`src/rtl/intr_pkg.sv`:
```
package intr_pkg;
  localparam int LVL_W = 3;

  typedef enum logic [3:0] {
    ST_IDLE,
    ST_SAVE,
    ST_MASK,
    ST_STK,
    ST_VEC,
    ST_LAUNCH,
    ST_SVC,
    ST_SWSAVE,
    ST_RET
  } seq_st_t;
endpackage

```
`src/rtl/intr_qualify.sv`:
```
module intr_qualify import intr_pkg::*; #(
  parameter int NCH = 4
) (
  input  logic                 gie_i,
  input  logic [LVL_W-1:0]     ilm_i,
  input  logic [NCH-1:0]       req_i,
  input  logic [NCH-1:0]       en_i,
  input  logic [NCH*LVL_W-1:0] lvl_i,
  output logic [NCH-1:0]       qual_o
);
  // strict comparison: mask must exceed the channel level
  for (genvar k = 0; k < NCH; k++) begin : g_ch
    assign qual_o[k] = gie_i & req_i[k] & en_i[k] & (ilm_i > lvl_i[k*LVL_W +: LVL_W]);
  end
endmodule

```
`src/rtl/intr_pick.sv`:
```
module intr_pick import intr_pkg::*; #(
  parameter int NCH = 4,
  localparam int CHW = (NCH > 1) ? $clog2(NCH) : 1
) (
  input  logic                 clk_i,
  input  logic                 rst_ni,
  input  logic [NCH-1:0]       qual_i,
  input  logic [NCH*LVL_W-1:0] lvl_i,
  output logic                 any_o,
  output logic [CHW-1:0]       idx_o,
  output logic [LVL_W-1:0]     win_lvl_o
);
  // strict less-than keeps the lowest index on equal levels
  always_comb begin
    any_o     = 1'b0;
    idx_o     = '0;
    win_lvl_o = '1;
    for (int i = 0; i < NCH; i++) begin
      if (qual_i[i] && (!any_o || (lvl_i[i*LVL_W +: LVL_W] < win_lvl_o))) begin
        any_o     = 1'b1;
        idx_o     = CHW'(i);
        win_lvl_o = lvl_i[i*LVL_W +: LVL_W];
      end
    end
  end


  win_qual_chk: assert property (@(posedge clk_i) disable iff (!rst_ni)
    any_o |-> qual_i[idx_o]);

  for (genvar j = 0; j < NCH; j++) begin : g_prio

    prio_min_chk: assert property (@(posedge clk_i) disable iff (!rst_ni)
      (any_o && qual_i[j]) |-> (lvl_i[j*LVL_W +: LVL_W] >= win_lvl_o));
  end
endmodule

```
`src/rtl/intr_seq.sv`:
```
module intr_seq import intr_pkg::*; #(
  parameter int NCH      = 4,
  parameter int VECW     = 8,
  parameter int VEC_BASE = 16,
  localparam int CHW = (NCH > 1) ? $clog2(NCH) : 1
) (
  input  logic             clk_i,
  input  logic             rst_ni,
  input  logic             smp_i,
  input  logic             hw_any_i,
  input  logic [CHW-1:0]   hw_idx_i,
  input  logic [LVL_W-1:0] hw_lvl_i,
  input  logic             hw_mode_i,
  input  logic             swi_i,
  input  logic [VECW-1:0]  sw_vec_i,
  input  logic             reti_i,
  input  logic [LVL_W-1:0] sh_mask_i,
  input  logic             sh_ie_i,
  input  logic             sh_stk_i,
  input  logic             svc_done_i,
  output logic             acc_o,
  output logic [CHW-1:0]   acc_chan_o,
  output logic [VECW-1:0]  acc_vec_o,
  output logic             route_svc_o,
  output logic             svc_busy_o,
  output logic             save_req_o,
  output logic             mask_ld_o,
  output logic [LVL_W-1:0] mask_o,
  output logic             ie_ld_o,
  output logic             ie_o,
  output logic             stk_ld_o,
  output logic             stk_o,
  output logic             vec_ld_o,
  output logic [VECW-1:0]  vec_o
);
  seq_st_t          st_q, st_d;
  logic [CHW-1:0]   chan_q;
  logic [LVL_W-1:0] lvl_q, rmask_q;
  logic [VECW-1:0]  vec_q;
  logic             rie_q, rstk_q;

  always_comb begin
    st_d = st_q;
    unique case (st_q)
      ST_IDLE: begin
        if (reti_i)                  st_d = ST_RET;
        else if (swi_i)              st_d = ST_SWSAVE;
        else if (smp_i && hw_any_i)  st_d = hw_mode_i ? ST_LAUNCH : ST_SAVE;
      end
      ST_SAVE:   st_d = ST_MASK;
      ST_MASK:   st_d = ST_STK;
      ST_STK:    st_d = ST_VEC;
      ST_VEC:    st_d = ST_IDLE;
      ST_LAUNCH: st_d = ST_SVC;
      ST_SVC:    st_d = svc_done_i ? ST_IDLE : ST_SVC;
      ST_SWSAVE: st_d = ST_VEC;
      ST_RET:    st_d = ST_IDLE;
      default:   st_d = ST_IDLE;
    endcase
  end

  always_ff @(posedge clk_i or negedge rst_ni) begin
    if (!rst_ni) begin
      st_q    <= ST_IDLE;
      chan_q  <= '0;
      lvl_q   <= '0;
      vec_q   <= '0;
      rmask_q <= '0;
      rie_q   <= 1'b0;
      rstk_q  <= 1'b0;
    end else begin
      st_q <= st_d;
      if (st_q == ST_IDLE) begin
        if (reti_i) begin
          rmask_q <= sh_mask_i;
          rie_q   <= sh_ie_i;
          rstk_q  <= sh_stk_i;
        end else if (swi_i) begin
          vec_q <= sw_vec_i;
        end else if (smp_i && hw_any_i) begin
          chan_q <= hw_idx_i;
          lvl_q  <= hw_lvl_i;
          vec_q  <= VECW'(VEC_BASE) + VECW'(hw_idx_i);
        end
      end
    end
  end

  assign acc_o       = (st_q == ST_SAVE) || (st_q == ST_LAUNCH);
  assign route_svc_o = (st_q == ST_LAUNCH);
  assign svc_busy_o  = (st_q == ST_LAUNCH) || (st_q == ST_SVC);
  assign save_req_o  = (st_q == ST_SAVE) || (st_q == ST_SWSAVE);
  assign mask_ld_o   = (st_q == ST_MASK) || (st_q == ST_RET);
  assign mask_o      = (st_q == ST_RET) ? rmask_q : lvl_q;
  assign ie_ld_o     = (st_q == ST_SWSAVE) || (st_q == ST_RET);
  assign ie_o        = (st_q == ST_RET) ? rie_q : 1'b0;
  assign stk_ld_o    = (st_q == ST_STK) || (st_q == ST_RET);
  assign stk_o       = (st_q == ST_RET) ? rstk_q : 1'b1;
  assign vec_ld_o    = (st_q == ST_VEC);
  assign vec_o       = vec_q;
  assign acc_chan_o  = chan_q;
  assign acc_vec_o   = vec_q;


  acc_pulse_chk: assert property (@(posedge clk_i) disable iff (!rst_ni)
    acc_o |=> !acc_o);


  hdl_order_chk: assert property (@(posedge clk_i) disable iff (!rst_ni)
    (acc_o && !route_svc_o) |=> mask_ld_o ##1 (stk_ld_o && stk_o) ##1 vec_ld_o);


  svc_launch_chk: assert property (@(posedge clk_i) disable iff (!rst_ni)
    (acc_o && route_svc_o) |=> (svc_busy_o && !save_req_o));


  busy_ignore_chk: assert property (@(posedge clk_i) disable iff (!rst_ni)
    (svc_busy_o && !svc_done_i) |=> (!acc_o && !save_req_o));


  sw_vec_chk: assert property (@(posedge clk_i) disable iff (!rst_ni)
    (save_req_o && ie_ld_o) |=> vec_ld_o);
endmodule

```
`src/rtl/intr_admit.sv`:
```
module intr_admit import intr_pkg::*; #(
  parameter int NCH      = 4,
  parameter int VECW     = 8,
  parameter int VEC_BASE = 16,
  localparam int CHW = (NCH > 1) ? $clog2(NCH) : 1
) (
  input  logic                 clk_i,
  input  logic                 rst_ni,
  input  logic                 gie_i,
  input  logic [LVL_W-1:0]     ilm_i,
  input  logic [NCH-1:0]       req_i,
  input  logic [NCH-1:0]       en_i,
  input  logic [NCH-1:0]       mode_i,
  input  logic [NCH*LVL_W-1:0] lvl_i,
  input  logic                 bnd_i,
  input  logic                 step_i,
  input  logic                 swi_i,
  input  logic [VECW-1:0]      sw_vec_i,
  input  logic                 reti_i,
  input  logic [LVL_W-1:0]     sh_mask_i,
  input  logic                 sh_ie_i,
  input  logic                 sh_stk_i,
  input  logic                 svc_done_i,
  output logic                 acc_o,
  output logic [CHW-1:0]       acc_chan_o,
  output logic [VECW-1:0]      acc_vec_o,
  output logic                 route_svc_o,
  output logic                 svc_busy_o,
  output logic                 save_req_o,
  output logic                 mask_ld_o,
  output logic [LVL_W-1:0]     mask_o,
  output logic                 ie_ld_o,
  output logic                 ie_o,
  output logic                 stk_ld_o,
  output logic                 stk_o,
  output logic                 vec_ld_o,
  output logic [VECW-1:0]      vec_o
);
  logic [NCH-1:0]   qual;
  logic             win_any;
  logic [CHW-1:0]   win_idx;
  logic [LVL_W-1:0] win_lvl;

  intr_qualify #(.NCH(NCH)) u_qualify (
    .gie_i (gie_i),
    .ilm_i (ilm_i),
    .req_i (req_i),
    .en_i  (en_i),
    .lvl_i (lvl_i),
    .qual_o(qual)
  );

  intr_pick #(.NCH(NCH)) u_pick (
    .clk_i    (clk_i),
    .rst_ni   (rst_ni),
    .qual_i   (qual),
    .lvl_i    (lvl_i),
    .any_o    (win_any),
    .idx_o    (win_idx),
    .win_lvl_o(win_lvl)
  );

  intr_seq #(.NCH(NCH), .VECW(VECW), .VEC_BASE(VEC_BASE)) u_seq (
    .clk_i      (clk_i),
    .rst_ni     (rst_ni),
    .smp_i      (bnd_i | step_i),
    .hw_any_i   (win_any),
    .hw_idx_i   (win_idx),
    .hw_lvl_i   (win_lvl),
    .hw_mode_i  (mode_i[win_idx]),
    .swi_i      (swi_i),
    .sw_vec_i   (sw_vec_i),
    .reti_i     (reti_i),
    .sh_mask_i  (sh_mask_i),
    .sh_ie_i    (sh_ie_i),
    .sh_stk_i   (sh_stk_i),
    .svc_done_i (svc_done_i),
    .acc_o      (acc_o),
    .acc_chan_o (acc_chan_o),
    .acc_vec_o  (acc_vec_o),
    .route_svc_o(route_svc_o),
    .svc_busy_o (svc_busy_o),
    .save_req_o (save_req_o),
    .mask_ld_o  (mask_ld_o),
    .mask_o     (mask_o),
    .ie_ld_o    (ie_ld_o),
    .ie_o       (ie_o),
    .stk_ld_o   (stk_ld_o),
    .stk_o      (stk_o),
    .vec_ld_o   (vec_ld_o),
    .vec_o      (vec_o)
  );


  mask_strict_chk: assert property (@(posedge clk_i) disable iff (!rst_ni)
    win_any |-> (ilm_i > win_lvl) && gie_i);
endmodule

```
`config.mk`:
```
export PLATFORM = sky130hd
export DESIGN_NAME = intr_admit
export DESIGN_NICKNAME = d
export VERILOG_FILES = /design/src/rtl/intr_pkg.sv /design/src/rtl/intr_qualify.sv /design/src/rtl/intr_pick.sv /design/src/rtl/intr_seq.sv /design/src/rtl/intr_admit.sv
export SDC_FILE = /design/constraint.sdc
export NUM_CORES = 1
export LEC_CHECK = 0
export CAP_MARGIN = 25
export CORE_ASPECT_RATIO = 0.6
export CORE_UTILIZATION = 35
export DETAILED_ROUTE_END_ITERATION = 10
export PLACE_DENSITY = 0.77
export REMOVE_ABC_BUFFERS = 1
export SYNTH_ARGS = -nofsm -noshare
export SYNTH_HDL_FRONTEND = slang
export SYNTH_HIERARCHICAL = 1
export SYNTH_SLANG_ARGS = --single-unit
```
`constraint.sdc`:
```
create_clock -name clk_i -period 2.8 [get_ports clk_i]
set_clock_uncertainty 0.15 [all_clocks]
set_input_delay 0.28 -clock clk_i [delete_from_list [all_inputs] [get_ports clk_i]]
set_output_delay 0.28 -clock clk_i [all_outputs]
set_load 0.05 [all_outputs]
```
# Word-level counts from Yosys, hierarchy flattened
# Index checks and enable logic that the tools add are counted.
[totals]
out_inout_bits = 31
ff_bits = 22
[classes]
eq_ne = 9
n_reduce_logical = 22
addsub = 1
bitwise_logic = 15
n_lt_le_gt_ge = 8
muxes = 24
[op_table]
columns = ["operator", "n"]
rows = [
  ["$pmux 4 s6", 1],
  ["$mux 3", 7],
  ["$eq 4x3->1 const B", 4],
  ["$mux 8", 2],
  ["$and 1x1->1", 12],
  ["$gt 3x3->1", 4],
  ["$mux 4", 3],
  ["$logic_or 1x1->1", 9],
  ["$lt 3x3->1", 3],
  ["$eq 4x2->1 const B", 2],
  ["$mux 1", 8],
  ["$add 5x2->6 const A", 1],
  ["$eq 4x1->1 const B", 1],
  ["$eq 4x4->1 const B", 1],
  ["$logic_and 1x1->1", 4],
  ["$logic_not 4->1", 1],
  ["$mux 2", 2],
  ["$ne 4x4->1 const B", 1],
  ["$reduce_and 4->1", 1],
  ["$logic_not 1->1", 3],
  ["$lt 2x3->1 const B", 1],
  ["$reduce_and 3->1", 1],
  ["$bmux 1 s2", 1],
  ["$not 1->1", 2],
  ["other kinds (4)", 4],
]

# Depth between registers and ports, before layout
# Gate-level depths: netlist of run 1.
[logic_depth]
depth_word = 23
depth_mapped = 28
mapped_depth_nobuf = 28

# Hierarchy
# Netlist of run 1, hierarchy kept.
[modules_own_cells]
columns = ["module", "cells_each", "seq_area_each_um2", "instances", "area_per_inst_um2"]
rows = [
  ["intr_seq", 107, 550.5, 1, 1153.6],
  ["intr_pick", 51, 0.0, 1, 417.9],
  ["intr_qualify", 41, 0.0, 1, 310.3],
  ["intr_admit", 2, 0.0, 1, 28.8],
]

# Worst setup path before layout of run 1
# Ideal clock, no wire load.
[synth_path]
path_type = "in2reg"
start = "input ilm_i[0]"
end = "register u_seq.st_q[2]"
stages = 27
required_time_ns = 2.522
n_path_buf = 0
slack_ns = -2.519
arrival_ns = 5.041
cell_sequence = "inv_1 > ha_1 > nand3_1 > nand4_1 > a21oi_2 > inv_1 > nor2_1 > ha_1 > a211oi_1 > o21ai_0 > a2bb2oi_1 > inv_1 > ha_1 > a21oi_1 > o21ai_1 > o31ai_2 > mux2_2 > ha_1 > o21a_1 > nor2_1 > o21a_1 > a41o_4 > o21bai_1 > mux4_2 > or2_2 > a21oi_1 > a21oi_1"
[synth_via]
elab_chain_len = 22
word_cells_on_any_way = 39
classes_between = "order compare: 7; eq/ne: 1; mux: 17; bitwise: 4; reduce/logical: 10"
[synth_rtl]
columns = ["item", "line_no", "source"]
rows = [
  ["from (decl)", "intr_admit.sv:10", "input logic [LVL_W-1:0] ilm_i,"],
  ["$gt 3x3->1 *", "intr_qualify.sv:13", "assign qual_o[k] = gie_i & req_i[k] & en_i[k] & (ilm_i > lvl_i[k*LVL_W +: LVL_W]);"],
  ["$and 1x1->1 *", "intr_qualify.sv:13", ""],
  ["via qual[0]", "intr_admit.sv:39", "logic [NCH-1:0] qual;"],
  ["$mux 3 / $mux 1 (equally long branches)", "intr_pick.sv:19", "if (qual_i[i] && (!any_o || (lvl_i[i*LVL_W +: LVL_W] < win_lvl_o))) begin"],
  ["$lt 3x3->1 / $logic_not 1->1 (equally long branches)", "intr_pick.sv:19", ""],
  ["$logic_or 1x1->1", "intr_pick.sv:19", ""],
  ["$logic_and 1x1->1", "intr_pick.sv:19", ""],
  ["$mux 3 / $mux 1 (equally long branches)", "intr_pick.sv:19", ""],
  ["[8 not listed]", "-", ""],
  ["via win_idx[0]", "intr_admit.sv:41", "logic [CHW-1:0] win_idx;"],
  ["$bmux 1 s2 *", "intr_admit.sv:70", ".hw_mode_i (mode_i[win_idx]),"],
  ["$mux 1 (not written as such) *", "intr_admit.sv:70", ""],
  ["$mux 3 *", "intr_seq.sv:48", "else if (smp_i && hw_any_i) st_d = hw_mode_i ? ST_LAUNCH : ST_SAVE;"],
  ["$mux 4 *", "intr_seq.sv:48", ""],
  ["$mux 4 *", "intr_seq.sv:47", "else if (swi_i) st_d = ST_SWSAVE;"],
  ["$mux 4 *", "intr_seq.sv:46", "if (reti_i) st_d = ST_RET;"],
  ["$pmux 4 s6 *", "intr_seq.sv:44", "unique case (st_q)"],
  ["to (signal assigned)", "intr_seq.sv:72", "st_q <= st_d;"],
  ["to (decl)", "intr_seq.sv:36", "seq_st_t st_q, st_d;"],
]
# The timed path passes the listed nets; every way through them passes the cells marked *. The select of a mux whose other input is x is not followed.
# A chain may end at the register's enable or synchronous reset.

# Worst setup path after layout of run 1
[layout_path]
start = "input ilm_i[1]"
end = "register u_seq.lvl_q[0]"
[layout_via]
word_cells_on_any_way = 30
classes_between = "order compare: 7; mux: 8; bitwise: 4; reduce/logical: 11"
[layout_lines]
columns = ["item", "line_no", "source"]
rows = [
  ["$gt 3x3->1 *", "intr_qualify.sv:13", ""],
  ["$and 1x1->1 *", "intr_qualify.sv:13", ""],
  ["via qual[0]", "intr_admit.sv:39", ""],
  ["$mux 3 / $mux 1 (equally long branches)", "intr_pick.sv:19", ""],
  ["$lt 3x3->1 / $logic_not 1->1 (equally long branches)", "intr_pick.sv:19", ""],
  ["$logic_or 1x1->1", "intr_pick.sv:19", ""],
  ["$logic_and 1x1->1", "intr_pick.sv:19", ""],
  ["$mux 3 / $mux 1 (equally long branches)", "intr_pick.sv:19", ""],
  ["$lt 3x3->1 / $logic_not 1->1 (equally long branches)", "intr_pick.sv:19", ""],
  ["$logic_or 1x1->1", "intr_pick.sv:19", ""],
  ["$logic_and 1x1->1", "intr_pick.sv:19", ""],
  ["$mux 3 / $mux 1 (equally long branches)", "intr_pick.sv:19", ""],
  ["$lt 3x3->1 / $logic_not 1->1 (equally long branches)", "intr_pick.sv:19", ""],
  ["$logic_or 1x1->1", "intr_pick.sv:19", ""],
  ["$logic_and 1x1->1", "intr_pick.sv:19", ""],
  ["$mux 3 *", "intr_pick.sv:19", ""],
  ["via win_lvl[0]", "intr_admit.sv:42", "logic [LVL_W-1:0] win_lvl;"],
  ["to (signal assigned)", "intr_seq.sv:82", "lvl_q <= hw_lvl_i;"],
  ["to (decl)", "intr_seq.sv:38", "logic [LVL_W-1:0] lvl_q, rmask_q;"],
]
# The timed path passes the listed nets; every way through them passes the cells marked *.

==> out/metrics.cfg, run 1 <==
[critical_path]
cp_data_required_time_ns = 2.80
worst_r2r_endpoint = u_seq/acc_chan_o[0]
critPathSlowestCell = sky130_fd_sc_hd__ha_4
critical_path_start = ilm_i[1]
worst_setup_path_end_kind = flip-flop
timing.reg2reg.setup_slack_ns = 0.52
type_of_origin_of_the_critical_path = input pin
worstPathMaxFanout = 3
crit_buf_inv = 9
cp.arrival_ns = 5.11
worst_path_most_repeated_cell = sky130_fd_sc_hd__buf_6
r2r_start = u_seq/st_q[3]
cpLargestDelayFamily = compound AO/OA/AOI/OAI gates
worst-r2r-cell-count = 5
slowest_stage_delay_cp_ns = 0.28
setup.worst_path.class = input pin to flip-flop

[sta]
max_clock_freq_ghz = 0.1959
timing.final.crit_period_ns = 5.104
setup_viol = 12
timing_hold_violations_final = 0
postLayoutSetupSlackWorst_ns = -2.304
rsz_0062_raised_after_global_routing = yes
tightestPinTransition_ns = 0.5906
final.hold.worst_slack_ns = 0.2056
setup_total_negative_slack_ns = -17.08
period_share = 1.823
slew_violations = 0
max-slew-margin-rel = 0.6045

[placement]
globalplace.congestion = 0.9663
placement.io_buffers = 78
place.detailed.hpwl_um = 4914

[grt]
overflow = 0
antenna_found_initial = 0
grt_first_pass_wirelength_um = 11630
grt_pass1_vias = 2231
grt_start_max_net_pins = 23
globalRouteTotalUtil = 0.2617

[finish]
num_antenna_cells = 0
finish.net_count = 400
area.growth.synth_to_final_pct = 84.94
layout-drive-gt1-share = 0.4401

[floorplanning]
design.die.area_um2 = 5768
initial_core_util = 0.3706
top_level_ports = 79
die_h_um = 59.23
fp.coreArea_um2 = 5155
die_x_um = 97.39
floorplan.rows = 20

[clock_network]
h_tree_depth_reported_by_cts = 1
cts_hold_buf = 0
clkTransAtPathRegs_ns = 0.08
cts_buffer_depth = 2
tritoncts_clock_tree = yes
numClockSinks = 22
cts_made_buffers = 3
worst_skew_pair_later_pin_latency_ns = 0.26
clock_tree.root_cell = sky130_fd_sc_hd__clkbuf_8

[pwr]
power.leakage_nw = 1.533
power_density_relative_to_cell_area_nw_per_um2 = 757.7
ir_drop_worst_vdd_v = 0.0005349

[route]
detail_route.vias_per_cell = 5.543
detail-route-antenna-nets = 0
drc = 0
route.vias.total = 2217
wl_um = 7863
drtIter0Drc = 189
post_drt_wl_per_cell_um = 19.66
drtPass1Iterations = 5

[synth]
synth.area.top_cells = sky130_fd_sc_hd__dfrtp_1 (29%), sky130_fd_sc_hd__ha_1 (11%), sky130_fd_sc_hd__mux2_2 (8.3%), sky130_fd_sc_hd__a21oi_1 (3.7%), sky130_fd_sc_hd__buf_4 (3.5%)
ys_seq_area_frac = 0.2881
synthesis.instances = 201
netlist.area_leader.share = 0.2881
number_of_warnings_printed_during_yosys_synthesis = 6
avgSynthCellArea_um2 = 9.505
synth_enable_flop_cells = 0
yosys_register_bits = 22
syn-cell-area_um2 = 1911
yosys.cell_types.count = 53
synth_async_sr_flop_share = 1.000
synth_top_cells_by_count = sky130_fd_sc_hd__dfrtp_1 (22), sky130_fd_sc_hd__ha_1 (17), sky130_fd_sc_hd__inv_1 (17)
postSynth.topFlopCell = sky130_fd_sc_hd__dfrtp_1
post-synth-top-area-cell = sky130_fd_sc_hd__dfrtp_1
post-synth-top-count-cell = sky130_fd_sc_hd__dfrtp_1

[run_status]
violations_in_the_final_reports = negative setup slack
run_status = finished with violations

[worst_hold_path]
timing.hold.worst.class = input pin to async pin

[job]
drv_cap = 0

## stage by stage
step	util	power [mW]	setup WS (ns)	area (um2)	instances
final	0.6854	2.677	-2.304	3533	400
after global routing	0.6854	2.784	-2.422	3533	400
after CTS	0.6634	2.618	-2.068	3420	396
after detailed placement	0.5891	2.242	-3.214	3037	378
after global placement	0.5891	2.198	-2.979	3037	378
after floorplan	-	1.625	-2.519	1818	188
## logic make-up after synthesis
group	Yosys count	share of synthesized area
compound gates	50	0.2024
xor+xnor	2	0.009170
fa+ha+maj	17	0.1113
buf+inv	31	0.08382
flops	22	0.2881
mux	19	0.1179
simple gates	60	0.1873
## report_power, final
group | internal [mW] | switching [mW] | leakage (nW) | total, mW
clock network | 0.191 | 0.106 | 0.0357 | 0.297
registers | 0.454 | 0.156 | 0.269 | 0.611
logic | 0.722 | 1.05 | 1.23 | 1.77
## area by class of cell
type | instances | area [um2]
sequential | 22 | 550.5
clock buffer | 3 | 41.29
multi-input combinational | 148 | 1461
tap | 66 | 82.58
fill | 352 | 1622
timing repair buffer | 142 | 1297
inverter | 18 | 70.07
clock inverter | 1 | 30.03
## per-layer routing
layer	global-route usage	vias up	wire, um
met1	0.3567	1064	3465
met3	0.06722	24	624
met5	0	-	0
met2	0.4316	135	3557
met4	0.04202	0	216
li1	-	994	-
## repair_timing
item	CTS	global route
buffers inserted	14	4
setup endpoints to repair	14	15
pin swaps	21	14
gates resized for setup	76	13
## registers in the layout, summed over array words and instances, names as in the netlist
signal	flops
u_seq/acc_chan_o	2
u_seq/rmask_q	3
u_seq/acc_vec_o	8
u_seq/st_q	4
u_seq/rstk_q	1
u_seq/rie_q	1
u_seq/lvl_q	3
## how the worst max path moves through the flow
stage,depth (start not counted),end
after CTS,30,u_seq/st_q[2]
after global placement,29,u_seq/st_q[2]
after floorplan,27,u_seq/st_q[2]
after detailed placement,29,u_seq/st_q[2]
final,30,u_seq/lvl_q[0]
after global routing,31,u_seq/lvl_q[0]
## cells in the final DEF (no fill, tap or decap), drive strengths merged, types with 6 or more instances in the layout
cell           synthesis  layout
dfrtp                 22      22
a21oi                 17      17
mux2                  15      15
clkdlybuf4s50          0      62
inv                   18      18
nand2b                 6       6
nand3                  6       6
nor2                  12      12
ha                    17      17
nand2                  8       8
o21ai                  8       8
buf                   12      76
## worst reg2reg max path: stages, from the launching register on
cell and delay, ns:
sky130_fd_sc_hd__dfrtp_1 0.52, sky130_fd_sc_hd__nor4_1 0.45, sky130_fd_sc_hd__nand2b_1 0.25, sky130_fd_sc_hd__nor3_2 0.24, sky130_fd_sc_hd__buf_4 0.21, sky130_fd_sc_hd__mux2_2 0.35
(Power assumes the default switching activity.)
==> inputs of run 2 (changes only) <==
CORE_UTILIZATION = 43   (was 35)
PLACE_DENSITY = 0.89   (was 0.77)
==> run 2 against run 1 <==
The flow still finishes with violations (negative setup slack); via count rose by 14%; non-clock buffer count grew 7; critical path depth unchanged; combinational power rose by 6%; core utilization rose by 19 points; fmax shrank 5.7%; sequential share of layout area is 0.49 points lower; die area is 18% lower; sequential power is 3.8% higher; largest cell class unchanged; highest routed layer unchanged.
==> out/metrics.cfg, run 2 (synthesized netlist as in run 1, its figures left out) <==
[route]
detail_route.vias_per_cell = 6.317
route.vias.total = 2533
wl_um = 10230
drtPass1Iterations = 7
detail-route-antenna-nets = 0
drc = 0
drtIter0Drc = 286
post_drt_wl_per_cell_um = 25.52

[critical_path]
cp.arrival_ns = 5.40
slowest_stage_delay_cp_ns = 0.57
worstPathMaxFanout = 3
cp_data_required_time_ns = 2.79
worst_setup_path_end_kind = flip-flop
critPathSlowestCell = sky130_fd_sc_hd__mux4_2
type_of_origin_of_the_critical_path = input pin
setup.worst_path.class = input pin to flip-flop

[grt]
grt_start_max_net_pins = 23
overflow = 0
globalRouteTotalUtil = 0.4009
antenna_found_initial = 0
grt_first_pass_wirelength_um = 13280
grt_pass1_vias = 2385

[sta]
max-slew-margin-rel = 0.6132
timing.final.crit_period_ns = 5.412
slew_violations = 0
tightestPinTransition_ns = 0.5784
period_share = 1.933
rsz_0062_raised_after_global_routing = yes
postLayoutSetupSlackWorst_ns = -2.612
timing_hold_violations_final = 0
setup_viol = 13
max_clock_freq_ghz = 0.1848

[finish]
largest_register_ff_count = 8
mostFrequentLayoutCell = sky130_fd_sc_hd__buf_4
area.growth.synth_to_final_pct = 90.96
stdcell_area_um2 = 3649
num_antenna_cells = 0
finalNonFillerCells = 401
layout.cells.most_common_list = sky130_fd_sc_hd__buf_4 (71), sky130_fd_sc_hd__clkdlybuf4s50_1 (60), sky130_fd_sc_hd__dfrtp_1 (22)
finish.net_count = 407
layout-drive-gt1-share = 0.4692

[pwr]
pwr-share-comb = 0.667
clkPwrFrac = 0.107
power.leakage_nw = 1.588
p_int_mw = 1.384
switching_share = 0.5069
power.share.sequential = 0.226
ir_drop_worst_vdd_v = 0.0007345
p_sw_mw = 1.422
power_density_relative_to_cell_area_nw_per_um2 = 769.0

[job]
drv_cap = 0

[clock_network]
h_tree_depth_reported_by_cts = 1
clkTransAtPathRegs_ns = 0.08
numClockSinks = 22
worst_skew_pair_later_pin_latency_ns = 0.27
tritoncts_clock_tree = yes
cts_made_buffers = 3
cts_buffer_depth = 2
clock_tree.root_cell = sky130_fd_sc_hd__clkbuf_8

[floorplanning]
top_level_ports = 79
die_h_um = 53.63
die_x_um = 88.06
fp.coreArea_um2 = 4189
design.die.area_um2 = 4722
initial_core_util = 0.4561
floorplan.rows = 18

[placement]
place_area_um2 = 3059
dpl.cell_count = 376
place.detailed.hpwl_um = 4983
placement.io_buffers = 78
globalplace.congestion = 0.9242

[run_status]
run_status = finished with violations
violations_in_the_final_reports = negative setup slack

[worst_hold_path]
timing.hold.worst.class = input pin to async pin

==> run 2: cell types whose count changed in the layout (fill, tap and decap cells not counted), sizes merged <==
cell / previous run / this run
dlygate4sd2: 3 / 4
clkdlybuf4s50: 62 / 60
dlymetal6s2s: 1 / 2
buf: 76 / 83
==> run 2: layout make-up <==
type                    count  area [um2]
multi-input cells         148        1520
clock buffers               3       41.29
fillers                   195       540.5
inverters                  18       77.57
well taps                  60       75.07
repair buffers            149        1354
clock inverters             1       30.03
flip-flops and latches     22       550.5
==> run 2: metal layers <==
metal,global-route usage,part of all wire
met1,0.5094,0.37
met2,0.6331,0.44
met3,0.1104,0.12
met4,0.2124,0.066
met5,0,0
==> run 2: final timing paths <==
| path | startpoint | end | slack [ns] | cells after the start |
|---|---|---|---|---|
| worst max-delay path | lvl_i[1] | u_seq/st_q[2] | -2.61 | 30 |
| worst min-delay path | rst_ni | u_seq/acc_vec_o[6] | 0.21 | 2 |
| worst min register to register | u_seq/rmask_q[2] | u_seq/rmask_q[2] | 0.37 | 1 |
| max in group asynchronous | rst_ni | u_seq/acc_chan_o[0] | 2.06 | 2 |
| min in group clk_i | u_seq/rmask_q[2] | u_seq/rmask_q[2] | 0.37 | 1 |
| worst max register to register | u_seq/st_q[3] | u_seq/acc_chan_o[1] | 0.45 | 5 |
==> run 2: metrics by stage <==
step,hold WS [ns],utilization,power (mW),setup TNS (ns),worst slack [ns]
floorplan,-0.1656,-,1.625,-15.94,-2.519
global route,0.2396,0.8710,2.889,-18.38,-2.643
global placement,0.3291,0.7303,2.193,-22.14,-2.905
finish,0.2102,0.8710,2.806,-17.93,-2.612
CTS,0.2150,0.8324,2.646,-14.82,-2.244
detailed placement,0.3347,0.7303,2.237,-25.96,-3.334
==> run 2: worst max-delay path, delay by kind of cell <==
| family | cells | cell delay, ns |
|---|---|---|
| multiplexers | 2 | 0.83 |
| AND/OR/NAND/NOR | 5 | 0.71 |
| adder cells (fa/ha/maj) | 4 | 0.91 |
| AO/OA/AOI/OAI | 14 | 2.21 |
| buffers and inverters | 5 | 0.46 |
==> run 2: power groups by stage <==
stage	clock [mW]	combinational (mW)	sequential, mW
after global placement	0	1.60	0.591
after global routing	0.312	1.93	0.649
after detailed placement	0	1.64	0.600
after floorplan	0	0.691	0.933
after CTS	0.300	1.75	0.600
final	0.300	1.87	0.634
==> run 2: repair_timing <==
item | in CTS | in global routing
hold buffers | 0 | 0
setup buffers | 15 | 7
setup endpoints to repair | 15 | 15
pin swaps | 20 | 20
resized for setup | 84 | 25
